===== src/rtl/bankdec_pkg.sv =====
package bankdec_pkg;

  typedef struct packed {
    logic rom;
    logic hram;
    logic io;
    logic lram;
  } chip_sel_t;

  // Reduce a bank number below the installed count (count is a multiple of 64, at most 256)
  function automatic logic [7:0] bank_wrap(input logic [7:0] v, input logic [8:0] n);
    logic [8:0] r;
    r = {1'b0, v};
    for (int i = 0; i < 4; i++) begin
      if (r >= n) r = r - n;
    end
    return r[7:0];
  endfunction

endpackage


===== src/rtl/bankdec_rstsync.sv =====
module bankdec_rstsync (
  input  logic clk,
  input  logic rst_n,
  output logic rst_sync_n
);
  logic [1:0] sync_q;

  always_ff @(posedge clk or negedge rst_n) begin
    if (!rst_n) sync_q <= 2'b00;
    else        sync_q <= {sync_q[0], 1'b1};
  end

  assign rst_sync_n = sync_q[1];
endmodule


===== src/rtl/bankdec_map.sv =====
module bankdec_map
  import bankdec_pkg::*;
#(
  parameter int ADDR_W  = 16,
  parameter int IO_PAGE = 'h9F
) (
  input  logic [ADDR_W-1:0] addr,
  input  logic              valid,
  output chip_sel_t         sel
);
  localparam logic [7:0] IO_HI = 8'(IO_PAGE);

  always_comb begin
    sel = '0;
    if (valid) begin
      if (addr[ADDR_W-1 -: 2] == 2'b11)       sel.rom  = 1'b1;
      else if (addr[ADDR_W-1 -: 3] == 3'b101) sel.hram = 1'b1;
      else if (addr[ADDR_W-1 -: 8] == IO_HI)  sel.io   = 1'b1;
      else                                    sel.lram = 1'b1;
    end
  end

  // one select per valid cycle, none when idle
  always_comb begin
    assert_one_select_R5: assert ($countones(sel) == (valid ? 1 : 0));
  end
endmodule


===== src/rtl/bankdec_regs.sv =====
module bankdec_regs
  import bankdec_pkg::*;
#(
  parameter int DATA_W   = 8,
  parameter int ROM_W    = 3,
  parameter int HRAM_KB  = 2048
) (
  input  logic              clk,
  input  logic              rst_n,
  input  logic              wr_hram,
  input  logic              wr_rom,
  input  logic [DATA_W-1:0] wdata,
  output logic [DATA_W-1:0] hram_bank,
  output logic [ROM_W-1:0]  rom_bank
);
  localparam int         HRAM_BANKS = HRAM_KB / 8;
  localparam logic [8:0] BANKS_9    = 9'(HRAM_BANKS);

  logic [DATA_W-1:0] hram_q, hram_nxt;
  logic [ROM_W-1:0]  rom_q, rom_nxt;
  logic              hram_en, rom_en;

  always_comb begin
    hram_en  = wr_hram;
    rom_en   = wr_rom;
    hram_nxt = bank_wrap(wdata, BANKS_9);
    rom_nxt  = wdata[ROM_W-1:0];
  end

  always_ff @(posedge clk or negedge rst_n) begin
    if (!rst_n)       hram_q <= '0;
    else if (hram_en) hram_q <= hram_nxt;
  end

  always_ff @(posedge clk or negedge rst_n) begin
    if (!rst_n)      rom_q <= '0;
    else if (rom_en) rom_q <= rom_nxt;
  end

  assign hram_bank = hram_q;
  assign rom_bank  = rom_q;

  // stored bank always exists
  always_comb begin
    assert_bank_in_range_R9: assert (!rst_n || (9'(hram_q) < BANKS_9));
  end

  // registers hold without a matching write
  assert_hram_hold_R10: assert property (@(posedge clk) disable iff (!rst_n)
    !wr_hram |=> $stable(hram_bank));
  assert_rom_hold_R10: assert property (@(posedge clk) disable iff (!rst_n)
    !wr_rom |=> $stable(rom_bank));
endmodule


===== src/rtl/banked_addr_decode.sv =====
module banked_addr_decode
  import bankdec_pkg::*;
#(
  parameter int ADDR_W     = 16,
  parameter int DATA_W     = 8,
  parameter int ROM_W      = 3,
  parameter int HRAM_KB    = 2048,
  parameter int IO_PAGE    = 'h9F,
  parameter int HBANK_ADDR = 'h9F00,
  parameter int RBANK_ADDR = 'h9F01
) (
  input  logic              clk,
  input  logic              rst_n,
  input  logic [ADDR_W-1:0] cpu_addr,
  input  logic [DATA_W-1:0] cpu_wdata,
  input  logic              cpu_we,
  input  logic              bus_valid,
  output logic [DATA_W-1:0] cpu_rdata,
  output logic              sel_lowram,
  output logic              sel_io,
  output logic              sel_hiram,
  output logic              sel_rom,
  output logic [DATA_W-1:0] hiram_bank,
  output logic [ROM_W-1:0]  rom_bank
);
  localparam logic [ADDR_W-1:0] HB_A = ADDR_W'(HBANK_ADDR);
  localparam logic [ADDR_W-1:0] RB_A = ADDR_W'(RBANK_ADDR);

  logic      rst_sync_n;
  chip_sel_t sel;
  logic      hit_hb, hit_rb, wr_hb, wr_rb, rd_hb, rd_rb;

  bankdec_rstsync u_rst (.clk(clk), .rst_n(rst_n), .rst_sync_n(rst_sync_n));

  bankdec_map #(.ADDR_W(ADDR_W), .IO_PAGE(IO_PAGE)) u_map (
    .addr(cpu_addr), .valid(bus_valid), .sel(sel)
  );

  always_comb begin
    hit_hb = bus_valid && (cpu_addr == HB_A);
    hit_rb = bus_valid && (cpu_addr == RB_A);
    wr_hb  = hit_hb && cpu_we;
    wr_rb  = hit_rb && cpu_we;
    rd_hb  = hit_hb && !cpu_we;
    rd_rb  = hit_rb && !cpu_we;
  end

  bankdec_regs #(.DATA_W(DATA_W), .ROM_W(ROM_W), .HRAM_KB(HRAM_KB)) u_regs (
    .clk(clk), .rst_n(rst_sync_n), .wr_hram(wr_hb), .wr_rom(wr_rb),
    .wdata(cpu_wdata), .hram_bank(hiram_bank), .rom_bank(rom_bank)
  );

  always_comb begin
    cpu_rdata = '0;
    if (rd_hb)      cpu_rdata = hiram_bank;
    else if (rd_rb) cpu_rdata = {{(DATA_W-ROM_W){1'b0}}, rom_bank};
  end

  assign sel_lowram = sel.lram;
  assign sel_io     = sel.io;
  assign sel_hiram  = sel.hram;
  assign sel_rom    = sel.rom;

  // reserved ROM bank bits read as zero
  assert_rom_upper_zero_R7: assert property (@(posedge clk) disable iff (!rst_sync_n)
    rd_rb |-> (cpu_rdata[DATA_W-1:ROM_W] == '0));
  // bank register readback lies inside the I/O page select
  assert_reg_in_io_R6: assert property (@(posedge clk) disable iff (!rst_sync_n)
    (rd_hb || rd_rb) |-> sel_io);
endmodule


===== config.mk =====
export PLATFORM = sky130hd
export DESIGN_NAME = banked_addr_decode
export DESIGN_NICKNAME = d
export VERILOG_FILES = /design/src/rtl/bankdec_pkg.sv /design/src/rtl/bankdec_rstsync.sv /design/src/rtl/bankdec_map.sv /design/src/rtl/bankdec_regs.sv /design/src/rtl/banked_addr_decode.sv
export SDC_FILE = /design/constraint.sdc
export NUM_CORES = 1
export LEC_CHECK = 0
export ABC_AREA = 1
export BUFFER_PORTS_ARGS = -buffer_cell sky130_fd_sc_hd__buf_2
export CORE_MARGIN = 8
export CORE_UTILIZATION = 45
export DETAILED_ROUTE_END_ITERATION = 8
export GPL_TIMING_DRIVEN = 0
export PLACE_DENSITY = 0.89
export SLEW_MARGIN = 30
export SYNTH_ARGS = -nofsm -noshare
export SYNTH_HDL_FRONTEND = slang
export SYNTH_SLANG_ARGS = --single-unit

===== constraint.sdc =====
create_clock -name clk -period 2.65 [get_ports clk]
set_clock_uncertainty 0.1 [all_clocks]
set_input_delay 0.3975 -clock clk [delete_from_list [all_inputs] [get_ports clk]]
set_output_delay 0.3975 -clock clk [all_outputs]
set_load 0.05 [all_outputs]

# After elaboration in Yosys (flattened, before gate mapping)
# Cells that the tools add are included.
# totals
out_inout_bits	23
inputBits	28
reg_bits	13
word_cells	24
# classes
reduce_logical	7
n_eq_ne	5
muxes	9
# op_table
operator	n
equality test 16 bit, second input constant	2
equality test 8 bit, second input constant	1
2-to-1 mux 8 bit	1
logical AND 1 bit	6
2-to-1 mux 3 bit	2
2-to-1 mux 1 bit	4
2-to-1 mux 4 bit	1
equality test 3 bit, second input constant	1
equality test 2 bit, second input constant	1
2-to-1 mux 2 bit	1
zero test 1 bit	1

# Logic depth before layout (Yosys ltp)
# logic_depth
depth_word	5
ltp_mapped	8
mapped_depth_nobuf	8

# Hierarchy
# A second synthesis with hierarchy kept.
# hier_totals
cells_unflattened	129
hier_area_um2	842.1
# modules_own_cells
module	area_each_um2	seq_area_each_um2	cells_each	instances
bankdec_regs	417.9	275.3	47	1
banked_addr_decode	267.8	0.0	53	1
bankdec_map	102.6	0.0	26	1
bankdec_rstsync	53.8	50.0	3	1

# Worst setup path before layout
# Ideal clock, no wire load.
# synth_timing
kind	input to output
from	in cpu_addr[3]
to	out cpu_rdata[1]
required_ps	2152
setup_slack_ps	106
n_path_buf	0
cell_stages	4
t_arrival_ps	2047
path_cell_list	or2_4 nor2_4 nand4_1 o21ai_0
# synth_via
elab_chain_cells	5
word_cells_on_any_way	8
cone_classes	eq/ne: 2; mux: 2; reduce/logical: 4
# synth_rtl
element	line_no	rtl
start: declaration	banked_addr_decode.sv:14	input logic [ADDR_W-1:0] cpu_addr,
equality test 16 bit	banked_addr_decode.sv:41	hit_rb = bus_valid && (cpu_addr == RB_A);
logical AND 1 bit	banked_addr_decode.sv:41	
logical AND 1 bit	banked_addr_decode.sv:45	rd_rb = hit_rb && !cpu_we;
2-to-1 mux 3 bit	banked_addr_decode.sv:56	else if (rd_rb) cpu_rdata = {{(DATA_W-ROM_W){1'b0}}, rom_bank};
2-to-1 mux 8 bit (*)	banked_addr_decode.sv:55	if (rd_hb) cpu_rdata = hiram_bank;
end: declaration	banked_addr_decode.sv:18	output logic [DATA_W-1:0] cpu_rdata,
# Every way passes the cells marked *; elsewhere a longest branch is shown, timed or not.

# Final worst setup path
# layout_timing
from	in cpu_addr[14]
to	out cpu_rdata[7]
# layout_via
elab_chain_cells	4
# layout_rtl
element	line_no	rtl
equality test 16 bit	banked_addr_decode.sv:40	hit_hb = bus_valid && (cpu_addr == HB_A);
logical AND 1 bit	banked_addr_decode.sv:40	
logical AND 1 bit	banked_addr_decode.sv:44	rd_hb = hit_hb && !cpu_we;
2-to-1 mux 8 bit	banked_addr_decode.sv:55	
# Every way passes these cells.

==> out/metrics.sh <==
CLOCK_TREE.HTREE_LEVEL_COUNT=1
FMAXACHIEVABLE_GHz=0.470
MAXCAPVIOLATIONS=0
CTS-BUFFERS-INSERTED=3
GLOBALROUTETOTALUTIL=0.139
FINAL-MAX-SLEW-VIOLATION-COUNT=0
CRITPATHKIND='primary input to output port'
FINAL.FILL_COUNT=159
SYNTH_SEQ_AREA_SHARE=0.394
CLOCKBUFFERDEPTH=2
FINAL_CRITICAL_PATH_SETUP_SLACK_PS=524
RESIDUAL_DRC=0
NETLIST_TOP_CELLS_AREA='dfrtp_1, nand2_1, inv_1'
NETLIST.TOP_CELL.BY_AREA='dfrtp_1'
FIN_TNS_SETUP_PS=0
AREAGROWTHSYNTHTOFINISH_PCT=38.6
SYNTH_FLOP_CELL='dfrtp_1'
GRT_PASS1_VIAS=883
HOLD_VIOLATION_COUNT_IN_THE_FINAL_REPORT=0
START_KIND='primary input'
SYNTH.AVG_CELL_AREA_UM2=7.37
POSTSYNTHREGISTERBITS=13
P_LEAK_nW=0.681
POST-ROUTE-MIN-PERIOD_PS=2130
UNREPAIRED_SETUP_ENDPOINTS_AFTER_GLOBAL_ROUTING='false'
WIRE_PER_INST_UM=11.9
GRT-OVFL-TOTAL=0
SYNTH.TOP_CELL.AREA_SHARE=0.394
CLOCK-ROOT-BUFFER='clkbuf_4'
CRITICAL_PATH.REG2REG.STARTPOINT='u_regs.hram_bank[2]'
DRT_ITER0_DRC=20
POSTROUTEANTENNANETS=0
FINISH.UTILIZATION=0.663
MAXIMUM_NUMBER_OF_PINS_ON_ONE_NET_BEFORE_GLOBAL_ROUTE_REPAIR=12
SYN-CELL-AREA_UM2=826
POST_DP_CELL_AREA_UM2=1110
IR_WORST_VDD_V=0.000356
DETAIL_ROUTE.VIAS_PER_CELL=4.61
STORAGE_ELEMENT_AREA_UM2=325
NUMBER_OF_SYNTHESIZED_FLOPS_WITH_AN_ENABLE_PIN=0
FRACTION_OF_FINAL_LAYOUT_CELLS_WITH_DRIVE_STRENGTH_GREATER_THAN_1=0.395
WORST-PATH-MAX-FANOUT=9
GRT_PASS1_WL_MM=3.82
ASYNC_FLOP_SHARE=1.00
DPL.HPWL_MM=1.97
FLOORPLAN.IO_PINS=51
REG2REGPATHDEPTH=2
DRT_FIRST_PASS_ITERS=5
WORSTREG2REGEND='u_regs.hram_bank[2]'
PLACE_WORST_SETUP_SLACK_PS=538
DIE-AREA_UM2=3460
MULTI_INPUT_AREA_UM2=440
GRT_MOST_USED_LAYER='met2'
CHIPHEIGHT_UM=58.8
CELL_VARIETY_AFTER_SYNTH=15
TRITONCTS_NUM_SINKS=13
GLOBAL_ROUTE.USAGE.MET2=0.257
VIAS=886
TOTAL_NUMBER_OF_PLACEMENT_ROWS=15
CLOCK_PIN_SLEW_WORST_SETUP_AND_HOLD_PATHS_PS=80
POWER.DENSITY_CELL_AREA_nW_PER_UM2=336
FIN_HOLD_WS_PS=75.5
CTS.REPAIR_TIMING.SETUP_BUFFER_COUNT=0
ANTENNA_FOUND_INITIAL=0
CRIT_ARRIVAL_PS=1630
HOLD_PATH_CLASS='flop to asynchronous set/reset pin'
SYNTH.YOSYS.WARNINGS=0
POST_SYNTH_INST_COUNT=112
ANTENNADIODECOUNT=0
MOST_FREQUENT_CELLS_AFTER_SYNTHESIS='nand2_1, inv_1, nor2_1'
RESULT_OF_THE_RUN='complete, no violations'
SYNTH_FP_NETS=140
FIN_NETS=196
CHIPWIDTH_UM=58.8
CORE_UM2=1730
CP_DATA_REQUIRED_TIME_PS=2150
DRT_WL_TOTAL_MM=2.28
GRT_UTIL_MET3=0.0587
ENDPOINT_KIND='output port'
USE_MET1=0.134
MIN_PERIOD_OVER_PERIOD=0.802
LAYOUT.CELL_AREA.NON_FILLER_UM2=1140
CLKLATENCYLATEPIN_PS=280
FINAL_COUNT_OF_NEGATIVE_SETUP_SLACK_ENDPOINTS=0
TRITONCTS='yes'
START_UTIL=0.478
YOSYS.CELL_COUNT.TOP_TYPE='nand2_1'
FF2FF_SETUP_SLACK_PS=1900
GP_CONGESTION=0.810
NUMBER_OF_I_O_PORT_BUFFERS=50
POSTCTSRESIZEDCELLS=0
[final cells by class]
cell class	count	area share
Sequential cell	13	0.284
Clock inverter	1	0.00437
Clock buffer	3	0.0197
Tap cell	25	0.0273
Timing Repair Buffer	51	0.227
Multi-Input combinational cell	83	0.385
Inverter	16	0.0525
[sequential cells by signal, summed over array words and instances (netlist names)]
name,flops
u_regs.hram_bank,8
u_regs.rom_bank,3
u_rst.sync_q,2
[stage by stage]
step	std cells	power (W)
2_1_floorplan	112	0.000235
3_3_place_gp	187	0.000263
3_5_place_dp	187	0.000265
4_1_cts	192	0.000391
5_1_grt	192	0.000406
6_report	192	0.000385
[timing repair]
item	in CTS	in global routing
setup endpoints to repair	0	0
hold endpoints to repair	2	0
hold buffers	1	0
[power breakdown]
part | internal, W | switching (W) | total [W]
registers | 0.000200 | 0.00000326 | 0.000203
clock network | 0.0000560 | 0.0000673 | 0.000123
logic | 0.0000234 | 0.0000351 | 0.0000586
[worst max-delay path by stage]
stage,slack (ps),start,depth (start not counted),end
after global placement,610,cpu_addr[14],9,cpu_rdata[7]
after floorplan,110,cpu_addr[3],4,cpu_rdata[1]
after global routing,400,cpu_addr[14],9,cpu_rdata[4]
final,520,cpu_addr[14],9,cpu_rdata[7]
after detailed placement,540,cpu_addr[14],9,cpu_rdata[7]
after CTS,540,cpu_addr[14],9,cpu_rdata[7]
[cell usage in the layout (no fill, tap or decap), drive strengths merged]
cell,netlist,final
or2,1,1
clkbuf,0,3
nand4,7,7
nand2,44,44
o21ai,3,3
buf,0,50
inv,16,16
conb,1,1
nand3,6,6
clkinv,0,1
dfrtp,13,13
dlygate4sd3,0,1
nor2,21,21
[worst max-delay path, stage by stage]
cell and delay (ps):
buf_2 120, inv_1 50, nand2_1 40, nor2_1 90, nand2_1 120, nor2_4 240
nand3_2 170, nor2_1 120, buf_2 270
[routing by layer]
metal	up-vias	share of wire
met3	4	0.079
li1	454	-
met2	30	0.54
met4	0	0.012
met5	-	0
met1	398	0.37
[cell families after synthesis]
family	share of synthesized area
buffers and inverters	0.0727
AO/OA/AOI/OAI	0.0182
flip-flops	0.394
AND/OR/NAND/NOR	0.511
other	0.00454
Power figures use the tool's default switching activity.
